==> src/rtl/term_pkg.sv <==
`timescale 1ns/1ps
package term_pkg;
  typedef enum logic [1:0] {
    SEL_RX_CTRL = 2'd0,
    SEL_RX_DATA = 2'd1,
    SEL_TX_CTRL = 2'd2,
    SEL_TX_DATA = 2'd3
  } reg_sel_e;

  typedef struct packed {
    logic     rd;
    logic     wr;
    reg_sel_e sel;
  } acc_t;

  localparam int unsigned READY_BIT = 0;
  localparam int unsigned IE_BIT    = 1;
  localparam int unsigned OVR_BIT   = 2;
  localparam int unsigned REG_LSB   = 2;
  localparam int unsigned MAP_LSB   = 4;
endpackage

==> src/rtl/term_addr_dec.sv <==
`timescale 1ns/1ps
module term_addr_dec
  import term_pkg::*;
#(
  parameter int unsigned ADDR_W = 32,
  parameter logic [ADDR_W-1:0] BASE_ADDR = 32'hFFFF_0000
) (
  input  logic              req_i,
  input  logic              we_i,
  input  logic [ADDR_W-1:0] addr_i,
  output acc_t              acc_o
);
  logic hit;

  assign hit = (addr_i[ADDR_W-1:MAP_LSB] == BASE_ADDR[ADDR_W-1:MAP_LSB]);

  always_comb begin
    acc_o.rd  = req_i & ~we_i & hit;
    acc_o.wr  = req_i &  we_i & hit;
    acc_o.sel = reg_sel_e'(addr_i[MAP_LSB-1:REG_LSB]);
  end
endmodule

==> src/rtl/term_rx_chan.sv <==
`timescale 1ns/1ps
module term_rx_chan #(
  parameter int unsigned DATA_W = 8
) (
  input  logic              clk_i,
  input  logic              rst_ni,
  input  logic              byte_valid_i,
  input  logic [DATA_W-1:0] byte_i,
  input  logic              ctrl_wr_i,
  input  logic              ie_wdata_i,
  input  logic              ctrl_rd_i,
  input  logic              data_rd_i,
  output logic              ready_o,
  output logic              ie_o,
  output logic              ovr_o,
  output logic [DATA_W-1:0] data_o
);
  logic              ready_q, ie_q, ovr_q;
  logic [DATA_W-1:0] data_q;

  always_ff @(posedge clk_i or negedge rst_ni) begin
    if (!rst_ni) begin
      ready_q <= 1'b0;
      ie_q    <= 1'b0;
      ovr_q   <= 1'b0;
      data_q  <= '0;
    end else begin
      if (ctrl_wr_i) ie_q <= ie_wdata_i;
      if (byte_valid_i) begin
        data_q  <= byte_i;
        ready_q <= 1'b1;
      end else if (data_rd_i) begin
        ready_q <= 1'b0;
      end
      // an unread byte is lost: set wins over read-clear
      if (byte_valid_i && ready_q && !data_rd_i) ovr_q <= 1'b1;
      else if (ctrl_rd_i)                        ovr_q <= 1'b0;
    end
  end

  assign ready_o = ready_q;
  assign ie_o    = ie_q;
  assign ovr_o   = ovr_q;
  assign data_o  = data_q;
endmodule

==> src/rtl/term_tx_chan.sv <==
`timescale 1ns/1ps
module term_tx_chan #(
  parameter int unsigned DATA_W = 8
) (
  input  logic              clk_i,
  input  logic              rst_ni,
  input  logic              data_wr_i,
  input  logic [DATA_W-1:0] wdata_i,
  input  logic              ctrl_wr_i,
  input  logic              ie_wdata_i,
  input  logic              dev_ready_i,
  output logic              ready_o,
  output logic              ie_o,
  output logic              valid_o,
  output logic [DATA_W-1:0] byte_o
);
  logic              ready_q, ie_q;
  logic [DATA_W-1:0] byte_q;

  always_ff @(posedge clk_i or negedge rst_ni) begin
    if (!rst_ni) begin
      ready_q <= 1'b1;
      ie_q    <= 1'b0;
      byte_q  <= '0;
    end else begin
      if (ctrl_wr_i) ie_q <= ie_wdata_i;
      if (data_wr_i && ready_q) begin
        byte_q  <= wdata_i;
        ready_q <= 1'b0;
      end else if (!ready_q && dev_ready_i) begin
        ready_q <= 1'b1;
      end
    end
  end

  assign ready_o = ready_q;
  assign ie_o    = ie_q;
  assign valid_o = ~ready_q;
  assign byte_o  = byte_q;
endmodule

==> src/rtl/term_mmio_ctrl.sv <==
`timescale 1ns/1ps
module term_mmio_ctrl
  import term_pkg::*;
#(
  parameter int unsigned ADDR_W = 32,
  parameter int unsigned BUS_W  = 32,
  parameter int unsigned DATA_W = 8,
  parameter logic [ADDR_W-1:0] BASE_ADDR = 32'hFFFF_0000
) (
  input  logic              clk_i,
  input  logic              rst_ni,
  input  logic              req_i,
  input  logic              we_i,
  input  logic [ADDR_W-1:0] addr_i,
  input  logic [BUS_W-1:0]  wdata_i,
  output logic [BUS_W-1:0]  rdata_o,
  input  logic              rx_valid_i,
  input  logic [DATA_W-1:0] rx_byte_i,
  output logic              tx_valid_o,
  output logic [DATA_W-1:0] tx_byte_o,
  input  logic              tx_ready_i,
  output logic              irq_o
);
  acc_t              acc;
  logic              rx_ready, rx_ie, rx_ovr;
  logic              tx_ready, tx_ie;
  logic [DATA_W-1:0] rx_data;
  logic              unused_bits;

  assign unused_bits = ^{addr_i[REG_LSB-1:0], wdata_i[BUS_W-1:DATA_W]};

  term_addr_dec #(.ADDR_W(ADDR_W), .BASE_ADDR(BASE_ADDR)) u_dec (
    .req_i (req_i),
    .we_i  (we_i),
    .addr_i(addr_i),
    .acc_o (acc)
  );

  term_rx_chan #(.DATA_W(DATA_W)) u_rx (
    .clk_i       (clk_i),
    .rst_ni      (rst_ni),
    .byte_valid_i(rx_valid_i),
    .byte_i      (rx_byte_i),
    .ctrl_wr_i   (acc.wr && acc.sel == SEL_RX_CTRL),
    .ie_wdata_i  (wdata_i[IE_BIT]),
    .ctrl_rd_i   (acc.rd && acc.sel == SEL_RX_CTRL),
    .data_rd_i   (acc.rd && acc.sel == SEL_RX_DATA),
    .ready_o     (rx_ready),
    .ie_o        (rx_ie),
    .ovr_o       (rx_ovr),
    .data_o      (rx_data)
  );

  term_tx_chan #(.DATA_W(DATA_W)) u_tx (
    .clk_i      (clk_i),
    .rst_ni     (rst_ni),
    .data_wr_i  (acc.wr && acc.sel == SEL_TX_DATA),
    .wdata_i    (wdata_i[DATA_W-1:0]),
    .ctrl_wr_i  (acc.wr && acc.sel == SEL_TX_CTRL),
    .ie_wdata_i (wdata_i[IE_BIT]),
    .dev_ready_i(tx_ready_i),
    .ready_o    (tx_ready),
    .ie_o       (tx_ie),
    .valid_o    (tx_valid_o),
    .byte_o     (tx_byte_o)
  );

  always_comb begin
    rdata_o = '0;
    if (acc.rd) begin
      unique case (acc.sel)
        SEL_RX_CTRL: begin
          rdata_o[READY_BIT] = rx_ready;
          rdata_o[IE_BIT]    = rx_ie;
          rdata_o[OVR_BIT]   = rx_ovr;
        end
        SEL_RX_DATA: rdata_o[DATA_W-1:0] = rx_data;
        SEL_TX_CTRL: begin
          rdata_o[READY_BIT] = tx_ready;
          rdata_o[IE_BIT]    = tx_ie;
        end
        SEL_TX_DATA: rdata_o[DATA_W-1:0] = tx_byte_o;
        default: rdata_o = '0;
      endcase
    end
  end

  assign irq_o = (rx_ready & rx_ie) | (tx_ready & tx_ie);
endmodule

==> config.mk <==
export PLATFORM = sky130hd
export DESIGN_NAME = term_mmio_ctrl
export DESIGN_NICKNAME = d
export VERILOG_FILES = /design/src/rtl/term_pkg.sv /design/src/rtl/term_addr_dec.sv /design/src/rtl/term_rx_chan.sv /design/src/rtl/term_tx_chan.sv /design/src/rtl/term_mmio_ctrl.sv
export SDC_FILE = /design/constraint.sdc
export NUM_CORES = 1
export LEC_CHECK = 0
export BUFFER_PORTS_ARGS = -buffer_cell sky130_fd_sc_hd__buf_2
export CORE_AREA = 2 2 66 68
export DETAILED_ROUTE_END_ITERATION = 6
export DIE_AREA = 0 0 68 70
export MAX_ROUTING_LAYER = met4
export PLACE_DENSITY = 0.74
export SLEW_MARGIN = 10
export SYNTH_ARGS = -nofsm -noshare
export SYNTH_HDL_FRONTEND = slang
export SYNTH_SLANG_ARGS = --single-unit
==> constraint.sdc <==
create_clock -name clk_i -period 2.37 [get_ports clk_i]
set_input_delay 0.474 -clock clk_i [delete_from_list [all_inputs] [get_ports clk_i]]
set_output_delay 0.474 -clock clk_i [all_outputs]
set_load 0.05 [all_outputs]
After elaboration in Yosys (flattened, before gate mapping)

Cells that the tools add are included.

Flip-flop bits (word level): 21
Output and inout port bits: 42

Equality and inequality tests: 4
Mux-type cells: 10
Bitwise gates (word level): 9
Reduce and logical (&&, ||, !) cells: 15

Operator list:

| operator                                                               | count |
|---|---|
| 28-bit equality test (second input constant)                           | 1 |
| 5-bit one-hot mux with 2 select lines                                  | 1 |
| 1-bit logical AND                                                      | 9 |
| 8-bit two-way mux                                                      | 1 |
| 2-bit one-hot mux with 4 select lines                                  | 1 |
| 1-bit AND                                                              | 6 |
| 1-bit two-way mux                                                      | 6 |
| 2-bit nonzero test                                                     | 3 |
| 2-bit equality test (second input constant)                            | 2 |
| 1-bit one-hot mux with 3 select lines                                  | 1 |
| 2-bit by 1-bit equality test with 1-bit output (second input constant) | 1 |
| 1-bit logical NOT                                                      | 2 |
| 2-bit logical NOT                                                      | 1 |
| 1-bit NOT                                                              | 2 |
| 1-bit OR                                                               | 1 |

Logic depth before layout (Yosys ltp)

Depth after elaboration: 7
Mapped depth: 6

By module

From an unflattened synthesis, not the netlist that was laid out.

Cells, all modules: 115
Area total of the unflattened synthesis: 1380.1 um2

Modules (own cells, without submodules):

| module         | times used | cells an instance | area each (um2) |
|---|---|---|---|
| term_rx_chan   | 1          | 25                | 444.2 |
| term_mmio_ctrl | 1          | 53                | 409.1 |
| term_tx_chan   | 1          | 23                | 409.1 |
| term_addr_dec  | 1          | 14                | 117.6 |

Worst setup path before layout

No wires, ideal clock.

Kind: input-to-output
From: in addr_i[23]
To: out rdata_o[0]
Arrival: 2.671 ns
Data required time: 1.896 ns
Slack: -0.775 ns
Stages on the path: 5
Buffers on the path: 1
Path through: nand4_1 > or4_1 > clkbuf_2 > or2_2 > nor3b_1

Word-level cells in the longest chain between the ends: 3

Ends and longest elaborated chain:

| element              | line                 | RTL |
|---|---|---|
| from (decl)          | term_mmio_ctrl.sv:14 | `input logic [ADDR_W-1:0] addr_i,` |
| 28-bit equality test | term_addr_dec.sv:15  | `assign hit = (addr_i[ADDR_W-1:MAP_LSB] == BASE_ADDR[ADDR_W-1:MAP_LSB]);` |
| 1-bit AND            | term_addr_dec.sv:18  | `acc_o.rd = req_i & ~we_i & hit;` |
| 8-bit two-way mux    | term_mmio_ctrl.sv:70 | `if (acc.rd) begin` |
| to (decl)            | term_mmio_ctrl.sv:16 | `output logic [BUS_W-1:0] rdata_o,` |

Every way passes these cells.

Worst setup path in the final report

From: in addr_i[23]
To: out rdata_o[5]

The elaborated chain is that of the path after synthesis.

==> flow_metrics.tcl <==
set metrics [dict create \
    status "complete, but fails checks" \
    violations "negative setup slack" \
    async_reset_ff_share_pct 100 \
    drc_errors 0 \
    grt_pass1_wl_um 4630 \
    row_count 24 \
    cts.path.max_buffers 2 \
    setup_viol 8 \
    numCtsBuffers 3 \
    drt-vias-per-instance 4.36 \
    slew_viol_final 0 \
    critPathLaunchType "input pin" \
    whs_ns 0.156 \
    grt_pass1_vias 1061 \
    die-area_mm2 0.00476 \
    cp.arrival_ns 2.08 \
    rsz0062_at_grt "yes" \
    finalHoldViolations 0 \
    antenna_found_initial 0 \
    worstReg2RegEnd "u_tx.byte_o[1]" \
    ys.flop_type "dfrtp_1" \
    via_count 1072 \
    end_kind "output pin" \
    h-tree-depth 1 \
    fin_crit_ns 2.55 \
    ys_seq_area_share_pct 40.8 \
    postLayoutSetupSlackWorst_ns -0.182 \
    core_area_mm2 0.00414 \
    drt_pass1_iterations 4 \
    ys_ff_latch 21 \
    clk_latency_ns 0.26 \
    worst-setup-path-type "in -> out" \
    postCtsSetupBuffers 0 \
    final_cell_mix "buf_2 (57), conb_1 (24), dfrtp_1 (20)" \
    place_inst 243 \
    worstSetupStartpoint "addr_i[23]" \
    antenna_left 0 \
    drv_cap 0 \
    die_y_um 70 \
    finalCritPeriodShare_pct 108 \
    ff2ff_path_depth 4 \
    fin_nets 273 \
    track_usage_pct 12.8 \
    crit_fanout 6 \
    leakagePower_nw 0.928 \
    numPortBuffers 69 \
    synth.cell_area_mm2 0.00129 \
    reg2reg_from "u_tx.ready_o" \
    clockPowerShare_pct 28.8 \
    min_path_type "in -> async" \
    swShare_pct 31.2 \
    ir_drop_v 0.000354 \
    drive_gt1_share_pct 58.8 \
    max_freq_mhz 392 \
    die_width_um 68 \
    syn2layout_area_growth_pct 42.8 \
    power.share.sequential_pct 47.2 \
    wl_um 2900 \
    required_ns 1.90 \
    wl_per_cell_um 11.8 \
    use_met1_pct 15.9 \
    use_met2_pct 21.1 \
    busiest_layer "met2" \
    use_met3_pct 1.77 \
    clkSlewWorstSetupHoldPaths_ns 0.08 \
    final_common_cell "buf_2" \
    cts.sinks 21 \
    yosysUniqueCellTypes 30 \
    root_buffer "clkbuf_8" \
    synth.avg_cell_area_um2 10.7 \
    initial_core_util_pct 31.2 \
    power.internal_w 0.000552 \
    power.density_mw_per_mm2 434 \
    place_congestion 0.762 \
    drtIter0Drc 17 \
    insertedDiodeCount 0 \
    switchingPower_w 0.000250 \
    synthCells 121 \
    synth_edf_count 0 \
    combPwrFrac_pct 24.0 \
    final_cells 246 \
    grt.overflow.total 0 \
    hpwl_um 2350 \
    r2r_slack_ns 0.85 \
    grt_start_max_net_pins 22 \
    cts_tree "built" \
    synth_warnings 0 \
    finClkSkew_ns 0.00461 \
    pin_count 120 \
]
## area by class of cell
cell class                 count  area [µm²]
fill                         420        2300
sequential                    21         527
clock buffer                   3        41.3
clock inverter                 1        5.00
tap                           52        65.1
inverter                       2        7.51
timing repair buffer          75         469
multi-input combinational     92         731
## worst max-delay path by stage
| stage | end | slack (ns) | cells after the start |
|---|---|---|---|
| finish | rdata_o[5] | -0.18 | 6 |
| global route | rdata_o[5] | -0.23 | 6 |
| CTS | rdata_o[5] | -0.21 | 7 |
| detailed placement | rdata_o[7] | -0.34 | 7 |
| global placement | rdata_o[7] | -0.33 | 7 |
| floorplan | rdata_o[3] | -0.21 | 6 |
## layer usage
metal | up-vias | wire length, µm
met2 | 45 | 1540
met5 | - | 0
met3 | 4 | 205
met4 | 0 | 27
li1 | 532 | -
met1 | 491 | 1130
## flip-flops by register name, indices dropped and copies added, names as in the netlist
signal	flops
u_rx.ie_o	1
u_rx.data_o	8
u_tx.ie_o	1
u_tx.byte_o	8
u_tx.ready_o	1
u_rx.ready_o	1
u_rx.ovr_o	1
## Yosys cell counts, types with 2 or more instances
cell type | number | area [µm²]
nor4_1 | 3 | 18.8
nand2_1 | 2 | 7.51
a21oi_1 | 2 | 10.0
or2_2 | 2 | 12.5
nor3b_1 | 2 | 15.0
mux2i_1 | 6 | 60.1
buf_4 | 24 | 180
nor3_1 | 2 | 10.0
nor2_1 | 11 | 41.3
inv_1 | 2 | 7.51
mux4_2 | 2 | 45.0
or4_1 | 2 | 15.0
nand4_1 | 6 | 37.5
dfrtp_1 | 20 | 500
mux2_2 | 18 | 203
clkbuf_1 | 2 | 7.51
nor4b_1 | 2 | 17.5
## metrics by stage
stage	instance area (µm²)	setup TNS, ns	utilization [%]	setup WS (ns)	power, W
final	1850	-1.08	44.5	-0.182	0.000802
after detailed placement	1710	-2.53	41.3	-0.341	0.000573
after CTS	1860	-1.24	44.9	-0.208	0.000812
after global routing	1850	-1.49	44.5	-0.233	0.000841
after global placement	1710	-2.49	41.3	-0.333	0.000570
after floorplan	1460	-1.51	-	-0.206	0.000543
## critical path, cell delays in order
cell and delay [ns]:
buf_6 0.06, nand4_1 0.08, or4_4 0.54, or4_4 0.61, nor2_4 0.14, buf_6 0.16
## timing repair
| action | 4_1_cts | 5_1_grt |
|---|---|---|
| endpoints found under the hold margin | 0 | 0 |
| gates resized for setup | 27 | 1 |
| pin swaps | 1 | 1 |
| endpoints found under the setup margin | 8 | 8 |
| hold buffers | 0 | 0 |
## cells by family after synthesis
kind of cell,Yosys count,synth area share (%)
flip-flops,21,40.8
AO/OA/AOI/OAI,6,3.29
buffers and inverters,31,16.2
AND/OR/NAND/NOR,36,15.7
other,1,0.290
multiplexers,26,23.8
## power groups by stage
stage                     clock network (W)  registers (W)  logic (W)
after global routing               0.000254       0.000380   0.000207
after CTS                          0.000241       0.000378   0.000192
after global placement                    0       0.000385   0.000185
after floorplan                           0       0.000383   0.000159
final                              0.000231       0.000378   0.000192
after detailed placement                  0       0.000386   0.000187
No activity file was read; power rests on OpenSTA's default activity.
